`config.mk`:
```
export PLATFORM = sky130hd
export DESIGN_NAME = sreg_xact
export DESIGN_NICKNAME = d
export VERILOG_FILES = /design/src/rtl/sreg_pkg.sv /design/src/rtl/sreg_dpath.sv /design/src/rtl/sreg_ctrl.sv /design/src/rtl/sreg_xact.sv
export SDC_FILE = /design/constraint.sdc
export NUM_CORES = 1
export LEC_CHECK = 0
export ABC_AREA = 1
export BUFFER_PORTS_ARGS = -buffer_cell sky130_fd_sc_hd__clkbuf_2
export CAP_MARGIN = 25
export CORE_MARGIN = 5
export CORE_UTILIZATION = 30
export DETAILED_ROUTE_END_ITERATION = 8
export HOLD_SLACK_MARGIN = 0.02
export SYNTH_ARGS = -nofsm -noshare
export SYNTH_HDL_FRONTEND = slang
export SYNTH_HIERARCHICAL = 1
export SYNTH_SLANG_ARGS = --single-unit
```
`constraint.sdc`:
```
create_clock -name clk -period 2.08 [get_ports clk]
set_clock_uncertainty 0.05 [all_clocks]
set_input_delay 0.312 -clock clk [delete_from_list [all_inputs] [get_ports clk]]
set_output_delay 0.312 -clock clk [all_outputs]
set_load 0.05 [all_outputs]
```
`src/rtl/sreg_pkg.sv`:
```
package sreg_pkg;
  // The frame header limits one access to this many payload bytes.
  localparam int FRAME_MAX = 64;

  typedef struct packed {
    logic       start;
    logic [7:0] txByte;
  } dpCmd_t;

  typedef struct packed {
    logic       busy;
    logic       done;
    logic [7:0] rxByte;
  } dpStat_t;

  typedef enum logic [3:0] {
    ST_IDLE, ST_WAKE_LO, ST_WAKE_GAP, ST_HDR, ST_POLL,
    ST_PAY_WR, ST_PAY_RD, ST_FILL, ST_DRAIN
  } state_t;
endpackage

```
`src/rtl/sreg_dpath.sv`:
```
module sreg_dpath
  import sreg_pkg::*;
#(
  parameter int HALF_DIV = 2
) (
  input  logic    clk,
  input  logic    rstN,
  input  dpCmd_t  cmd,
  output dpStat_t stat,
  output logic    sclk,
  output logic    mosi,
  input  logic    miso
);
  localparam int CW = (HALF_DIV > 1) ? $clog2(HALF_DIV) : 1;

  logic [CW-1:0] phase;
  logic [2:0]    bitIdx;
  logic [7:0]    txSh;
  logic [7:0]    rxSh;
  logic          busy;
  logic          doneQ;
  logic          sclkQ;

  always_ff @(posedge clk or negedge rstN) begin
    if (!rstN) begin
      phase  <= '0;
      bitIdx <= '0;
      txSh   <= '0;
      rxSh   <= '0;
      busy   <= 1'b0;
      doneQ  <= 1'b0;
      sclkQ  <= 1'b0;
    end else begin
      doneQ <= 1'b0;
      if (cmd.start && !busy) begin
        busy   <= 1'b1;
        txSh   <= cmd.txByte;
        phase  <= '0;
        bitIdx <= '0;
        sclkQ  <= 1'b0;
      end else if (busy) begin
        if (phase == CW'(HALF_DIV - 1)) begin
          phase <= '0;
          if (!sclkQ) begin
            sclkQ <= 1'b1;                 // rising edge: sample the device
            rxSh  <= {rxSh[6:0], miso};
          end else begin
            sclkQ <= 1'b0;                 // falling edge: present next bit
            if (bitIdx == 3'd7) begin
              busy  <= 1'b0;
              doneQ <= 1'b1;
            end else begin
              bitIdx <= bitIdx + 3'd1;
              txSh   <= {txSh[6:0], 1'b0};
            end
          end
        end else begin
          phase <= phase + CW'(1);
        end
      end
    end
  end

  assign sclk        = sclkQ;
  assign mosi        = txSh[7];
  assign stat.busy   = busy;
  assign stat.done   = doneQ;
  assign stat.rxByte = rxSh;

  // the clock rests low whenever no byte is on the wire
  a_r3_idle_low: assert property (@(posedge clk) disable iff (!rstN)
    !busy |-> !sclkQ);
endmodule

```
`src/rtl/sreg_ctrl.sv`:
```
module sreg_ctrl
  import sreg_pkg::*;
#(
  parameter int WAKE_LO_CYC  = 50,
  parameter int WAKE_GAP_CYC = 5000,
  parameter int POLL_CYC     = 5000000,
  parameter int IDLE_CYC     = 45000000
) (
  input  logic        clk,
  input  logic        rstN,
  input  logic        reqValid,
  input  logic        reqRead,
  input  logic [23:0] reqAddr,
  input  logic [6:0]  reqLen,
  output logic        reqReady,
  input  logic        wrValid,
  input  logic [7:0]  wrData,
  output logic        wrReady,
  output logic        rdValid,
  output logic [7:0]  rdData,
  input  logic        rdReady,
  output logic        doneP,
  output logic        doneErr,
  output logic        csN,
  output dpCmd_t      cmd,
  input  dpStat_t     stat
);
  localparam int M1    = (WAKE_LO_CYC > WAKE_GAP_CYC) ? WAKE_LO_CYC : WAKE_GAP_CYC;
  localparam int T_MAX = (POLL_CYC > M1) ? POLL_CYC : M1;
  localparam int TW    = $clog2(T_MAX + 2);
  localparam int IW    = $clog2(IDLE_CYC + 1);
  localparam int NW    = $clog2(FRAME_MAX);

  state_t        state;
  logic [TW-1:0] tmr;
  logic [IW-1:0] idleCnt;
  logic          seenQ;
  logic          isRead;
  logic [23:0]   addrQ;
  logic [NW-1:0] lenM1;
  logic [NW-1:0] cnt;
  logic          pend;
  logic          startQ;
  logic [7:0]    txQ;
  logic          csQ;
  logic          rdValidQ;
  logic [7:0]    rdDataQ;
  logic          doneQ;
  logic          errQ;
  logic          wakeNeed;

  function automatic logic [7:0] hdrByte(input logic [1:0] idx);
    case (idx)
      2'd0:    hdrByte = {isRead, 1'b1, lenM1};
      2'd1:    hdrByte = addrQ[23:16];
      2'd2:    hdrByte = addrQ[15:8];
      default: hdrByte = addrQ[7:0];
    endcase
  endfunction

  assign wakeNeed = !seenQ || (idleCnt == IW'(IDLE_CYC));

  always_ff @(posedge clk or negedge rstN) begin
    if (!rstN) begin
      state    <= ST_IDLE;
      tmr      <= '0;
      idleCnt  <= '0;
      seenQ    <= 1'b0;
      isRead   <= 1'b0;
      addrQ    <= '0;
      lenM1    <= '0;
      cnt      <= '0;
      pend     <= 1'b0;
      startQ   <= 1'b0;
      txQ      <= '0;
      csQ      <= 1'b1;
      rdValidQ <= 1'b0;
      rdDataQ  <= '0;
      doneQ    <= 1'b0;
      errQ     <= 1'b0;
    end else begin
      doneQ  <= 1'b0;
      startQ <= 1'b0;
      if (rdValidQ && rdReady) rdValidQ <= 1'b0;
      case (state)
        ST_IDLE: begin
          if (idleCnt != IW'(IDLE_CYC)) idleCnt <= idleCnt + IW'(1);
          if (reqValid) begin
            isRead  <= reqRead;
            addrQ   <= reqAddr;
            lenM1   <= NW'(reqLen - 7'd1);
            seenQ   <= 1'b1;
            idleCnt <= '0;
            tmr     <= '0;
            cnt     <= '0;
            errQ    <= 1'b0;
            csQ     <= 1'b0;
            if (wakeNeed) begin
              state <= ST_WAKE_LO;
            end else begin
              state  <= ST_HDR;
              startQ <= 1'b1;
              txQ    <= {reqRead, 1'b1, NW'(reqLen - 7'd1)};
            end
          end
        end
        ST_WAKE_LO: begin
          if (tmr == TW'(WAKE_LO_CYC - 1)) begin
            csQ   <= 1'b1;
            tmr   <= '0;
            state <= ST_WAKE_GAP;
          end else tmr <= tmr + TW'(1);
        end
        ST_WAKE_GAP: begin
          if (tmr == TW'(WAKE_GAP_CYC - 1)) begin
            csQ    <= 1'b0;
            state  <= ST_HDR;
            startQ <= 1'b1;
            txQ    <= hdrByte(2'd0);
          end else tmr <= tmr + TW'(1);
        end
        ST_HDR: begin
          if (stat.done) begin
            if (cnt == NW'(3)) begin
              tmr <= '0;
              cnt <= '0;
              if (stat.rxByte[0]) begin
                state <= isRead ? ST_PAY_RD : ST_PAY_WR;
              end else begin
                state  <= ST_POLL;
                startQ <= 1'b1;
                txQ    <= 8'h00;
              end
            end else begin
              cnt    <= cnt + NW'(1);
              startQ <= 1'b1;
              txQ    <= hdrByte(cnt[1:0] + 2'd1);
            end
          end
        end
        ST_POLL: begin
          if (tmr != {TW{1'b1}}) tmr <= tmr + TW'(1);
          if (stat.done) begin
            if (stat.rxByte[0]) begin
              state <= isRead ? ST_PAY_RD : ST_PAY_WR;
            end else if (tmr >= TW'(POLL_CYC)) begin
              csQ   <= 1'b1;
              errQ  <= 1'b1;
              state <= isRead ? ST_FILL : ST_DRAIN;
            end else begin
              startQ <= 1'b1;
              txQ    <= 8'h00;
            end
          end
        end
        ST_PAY_WR: begin
          if (!pend && wrValid) begin
            pend   <= 1'b1;
            startQ <= 1'b1;
            txQ    <= wrData;
          end
          if (stat.done) begin
            pend <= 1'b0;
            if (cnt == lenM1) begin
              csQ   <= 1'b1;
              state <= ST_DRAIN;
            end else cnt <= cnt + NW'(1);
          end
        end
        ST_PAY_RD: begin
          if (!pend && !rdValidQ) begin
            pend   <= 1'b1;
            startQ <= 1'b1;
            txQ    <= 8'h00;
          end
          if (stat.done) begin
            pend     <= 1'b0;
            rdDataQ  <= stat.rxByte;
            rdValidQ <= 1'b1;
            if (cnt == lenM1) begin
              csQ   <= 1'b1;
              state <= ST_DRAIN;
            end else cnt <= cnt + NW'(1);
          end
        end
        ST_FILL: begin
          if (!rdValidQ) begin
            rdDataQ  <= 8'h00;
            rdValidQ <= 1'b1;
            if (cnt == lenM1) state <= ST_DRAIN;
            else cnt <= cnt + NW'(1);
          end
        end
        ST_DRAIN: begin
          if (!rdValidQ) begin
            doneQ <= 1'b1;
            state <= ST_IDLE;
          end
        end
        default: state <= ST_IDLE;
      endcase
    end
  end

  assign reqReady   = (state == ST_IDLE);
  assign wrReady    = (state == ST_PAY_WR) && !pend;
  assign rdValid    = rdValidQ;
  assign rdData     = rdDataQ;
  assign doneP      = doneQ;
  assign doneErr    = doneQ && errQ;
  assign csN        = csQ;
  assign cmd.start  = startQ;
  assign cmd.txByte = txQ;

  // no byte is shifted while the wake pulse or its gap is running
  a_r8_wake_quiet: assert property (@(posedge clk) disable iff (!rstN)
    (state == ST_WAKE_LO || state == ST_WAKE_GAP) |-> !stat.busy);
  // write bytes are only pulled during a write access
  a_r11_wr_dir: assert property (@(posedge clk) disable iff (!rstN)
    wrReady |-> !isRead);
endmodule

```
`src/rtl/sreg_xact.sv`:
```
module sreg_xact
  import sreg_pkg::*;
#(
  parameter int CLK_HZ        = 50000000,
  parameter int SCLK_HALF     = 2,
  parameter int WAKE_LO_US    = 1,
  parameter int WAKE_GAP_US   = 100,
  parameter int POLL_LIMIT_US = 100000,
  parameter int IDLE_LIMIT_US = 900000
) (
  input  logic        clk,
  input  logic        rstN,
  input  logic        reqValid,
  input  logic        reqRead,
  input  logic [23:0] reqAddr,
  input  logic [6:0]  reqLen,
  output logic        reqReady,
  input  logic        wrValid,
  input  logic [7:0]  wrData,
  output logic        wrReady,
  output logic        rdValid,
  output logic [7:0]  rdData,
  input  logic        rdReady,
  output logic        doneP,
  output logic        doneErr,
  output logic        sclk,
  output logic        csN,
  output logic        mosi,
  input  logic        miso
);
  localparam int PER_US   = (CLK_HZ / 1000000 > 0) ? CLK_HZ / 1000000 : 1;
  localparam int LO_CYC   = (PER_US * WAKE_LO_US > 0) ? PER_US * WAKE_LO_US : 1;
  localparam int GAP_CYC  = (PER_US * WAKE_GAP_US > 0) ? PER_US * WAKE_GAP_US : 1;
  localparam int POLL_CYC = PER_US * POLL_LIMIT_US;
  localparam int IDLE_CYC = PER_US * IDLE_LIMIT_US;

  dpCmd_t  dpCmd;
  dpStat_t dpStat;

  sreg_ctrl #(
    .WAKE_LO_CYC (LO_CYC),
    .WAKE_GAP_CYC(GAP_CYC),
    .POLL_CYC    (POLL_CYC),
    .IDLE_CYC    (IDLE_CYC)
  ) u_ctrl (
    .clk(clk), .rstN(rstN),
    .reqValid(reqValid), .reqRead(reqRead), .reqAddr(reqAddr), .reqLen(reqLen),
    .reqReady(reqReady),
    .wrValid(wrValid), .wrData(wrData), .wrReady(wrReady),
    .rdValid(rdValid), .rdData(rdData), .rdReady(rdReady),
    .doneP(doneP), .doneErr(doneErr), .csN(csN),
    .cmd(dpCmd), .stat(dpStat)
  );

  sreg_dpath #(.HALF_DIV(SCLK_HALF)) u_dp (
    .clk(clk), .rstN(rstN), .cmd(dpCmd), .stat(dpStat),
    .sclk(sclk), .mosi(mosi), .miso(miso)
  );

  // no SCLK activity outside a selected frame
  a_r4_clk_in_frame: assert property (@(posedge clk) disable iff (!rstN)
    sclk |-> !csN);
  // select stays asserted while any byte is being shifted
  a_r4_cs_held: assert property (@(posedge clk) disable iff (!rstN)
    dpStat.busy |-> !csN);
  // a taken request makes the engine busy on the next cycle
  a_r10_accept_once: assert property (@(posedge clk) disable iff (!rstN)
    (reqValid && reqReady) |=> !reqReady);
  // error flag only alongside the end pulse
  a_r10_err_with_done: assert property (@(posedge clk) disable iff (!rstN)
    doneErr |-> doneP);
  // an offered read byte holds until taken
  a_r11_rd_hold: assert property (@(posedge clk) disable iff (!rstN)
    (rdValid && !rdReady) |=> (rdValid && $stable(rdData)));
endmodule

```
==> impl_results.md <==
* Cell Area, Synth at 0.00848 mm2
* Design Power at 12.3 mW
* Final wirelength at 23800 um
* Clock Path Buffers at 2
* Layout cells sized above 1 at 0.142
* CTS tree: built
* GRT Overall Usage at 0.155
* Hold/Removal Path Class: input pin to flip-flop
* Syn Area/Cell at 6.97 um2
* Non-filler cells, final at 1712
* Final core utilization at 0.369
* Slew at the pin with the worst max-slew slack at 0.517 ns
* Gr ovfl total at 0
* Synth-to-layout area growth at 21.1%
* Drt first pass iters at 6
* ANT cells at 0
* Leakage power figure at 4.96 nW
* R2R cell count at 10
* Max-Cap Viols at 0
* H-tree Lvls at 4
* Hold Path Origin: reqAddr[3]
* CP Max Fanout at 7
* Crit path required time at 1.72 ns
* WS Path Type: flip-flop to primary output
* VDD IR max at 695 uV
* Crit path DAT at 1.62 ns
* FF+latch area at 0.00341 mm2
* Number of global-route vias before repair at 8004
* Warnings from Yosys at 6
* Setup crit end kind: primary output
* Die W at 178 um
* Initial antenna violation count at 0
* Num CTS Buffers at 17
* Die area at 0.0317 mm2
* Root Driver: clkbuf_16
* Power Dens Cells at 1200 mW/mm2
* Final period utilization at 0.951
* Clk_lat worst skew at 0.43 ns
* Max Slew Vio Count at 0
* Routed length per placed instance at 13.9 um
* Slew Limit Headroom at 0.654
* Setup crit start kind: flip-flop
* Placed Area at 0.00942 mm2
* Site row count at 61
* Minimum clock period at 1.98 ns
* Hold-critical path endpoint: u_ctrl/addrQ[3]
* Origin of the critical flop-to-flop path: u_ctrl/tmr[1]
* RSZ-0062 raised after global routing: false
* Post-route cell area at 0.0103 mm2
* Fmax at 506 MHz
* Syn Nets at 1281
* Largest net degree at the start of global routing at 49
* Layout net count at 1384
* Vias post-DR at 8234
* Placed insts at 1659
* IO Pins at 62
* Initial core utilization at 0.305
* Final-report hold violation count at 0
* Worst-path clk slew at 0.07 ns
* Port bufs at 60
* Clk sinks at 136
* DRT iter0 DRCs at 629
* Reg2reg setup slack at 0.16 ns
* Core footprint at 0.0279 mm2
* First-pass GRT wire length at 40000 um
* Multi-input gate area in the final layout at 0.00450 mm2
* Vias per cell at 4.81
* Hold path depth at 3
* Gate Count Post-Synth at 1218
* Fillers at 2941
* Die Span Y at 178 um
* Outcome: completed
* Gpl congestion at 0.920
* Dpl hpwl at 17600 um
* ANT nets after route at 0
* R2R Path End: u_ctrl/tmr[8]
* Setup TNS at 0 ns
* DRC viols at 0
* Setup violations, final at 0
## how the worst max path moves through the flow
stage / from / slack [ns] / to / depth (start not counted)
finish: u_ctrl/state[3] / 0.10 / reqReady / 4
global route: u_ctrl/state[2] / 0.01 / u_ctrl/txQ[3] / 10
CTS: u_ctrl/state[1] / 0.01 / wrReady / 6
detailed placement: u_ctrl/tmr[20] / 0.10 / u_ctrl/state[1] / 10
global placement: u_ctrl/tmr[20] / 0.10 / u_ctrl/state[2] / 10
floorplan: u_ctrl/state[3] / 0.17 / wrReady / 5
## power breakdown
part / internal (mW) / switching (mW) / leakage (nW)
clock network: 1.73 / 1.39 / 0.298
registers: 3.38 / 0.600 / 1.78
logic: 1.72 / 3.52 / 2.88
total: 6.83 / 5.51 / 4.96
## registers in the layout, summed over array words and instances (netlist names)
signal,flops
u_dp/doneQ,1
u_ctrl/seenQ,1
u_ctrl/state,4
u_dp/sclk,1
u_ctrl/addrQ,24
u_ctrl/cnt,6
u_dp/txSh,8
u_ctrl/errQ,1
u_ctrl/pend,1
u_ctrl/isRead,1
u_dp/phase,1
u_dp/bitIdx,3
u_ctrl/rdData,8
u_dp/busy,1
u_ctrl/lenM1,6
u_ctrl/doneP,1
u_ctrl/idleCnt,26
u_dp/rxSh,8
u_ctrl/rdValid,1
u_ctrl/txQ,8
u_ctrl/startQ,1
u_ctrl/tmr,23
u_ctrl/csN,1
## timing repair
| action | CTS | global route |
|---|---|---|
| pin swaps | 1 | 0 |
| endpoints found under the setup margin | 1 | 35 |
| gates resized for setup | 3 | 15 |
| setup buffers | 1 | 0 |
| hold buffers | 20 | 0 |
| hold endpoints to repair | 61 | 0 |
## metal layers
| metal | GRT usage | wire, um |
|---|---|---|
| met5 | 0 | 0 |
| met4 | 0.0390 | 187 |
| met3 | 0.0278 | 1110 |
| met2 | 0.252 | 11200 |
| met1 | 0.213 | 11300 |
## metrics by stage
stage / setup slack (ns) / hold WS (ns)
after detailed placement: 0.102 / 0.253
after global placement: 0.101 / 0.248
after CTS: 0.0126 / 0.0207
final: 0.103 / 0.0385
after global routing: 0.0101 / 0.0470
after floorplan: 0.165 / -0.0336
## layout by cell type, fill, tap and decap left out, types with 5 or more instances in the layout
cell type        n
xnor2_1          6
o211ai_1        17
nor3_1          19
inv_2            9
clkbuf_16       17
o21ai_1         20
nor2_4           6
nor2_2          10
xor2_1          18
inv_8            5
nor2_1         109
dlygate4sd3_1   20
buf_4           35
inv_1           99
nand4_1         41
nand2_1        430
ha_1            14
a21oi_1         21
clkbuf_2        57
nand3_1        123
nand3_2         11
nand3b_1         7
dfrtp_1        132
o21ai_0         56
nand2_2         10
## critical path, stage by stage, from the launching register on
cell and delay (ns):
dfrtp_2 0.46, nor2_4 0.22, nand2_2 0.13, inv_2 0.12
clkbuf_4 0.25
## area by class of cell
| class | count | share of cell area |
|---|---|---|
| Inverter | 111 | 0.0415 |
| Tap cell | 378 | 0.0460 |
| Clock buffer | 17 | 0.0414 |
| Multi-Input combinational cell | 936 | 0.438 |
| Sequential cell | 136 | 0.332 |
| Clock inverter | 15 | 0.0175 |
| Timing Repair Buffer | 119 | 0.0837 |
Note: power is estimated with default switching activity, not from simulation.
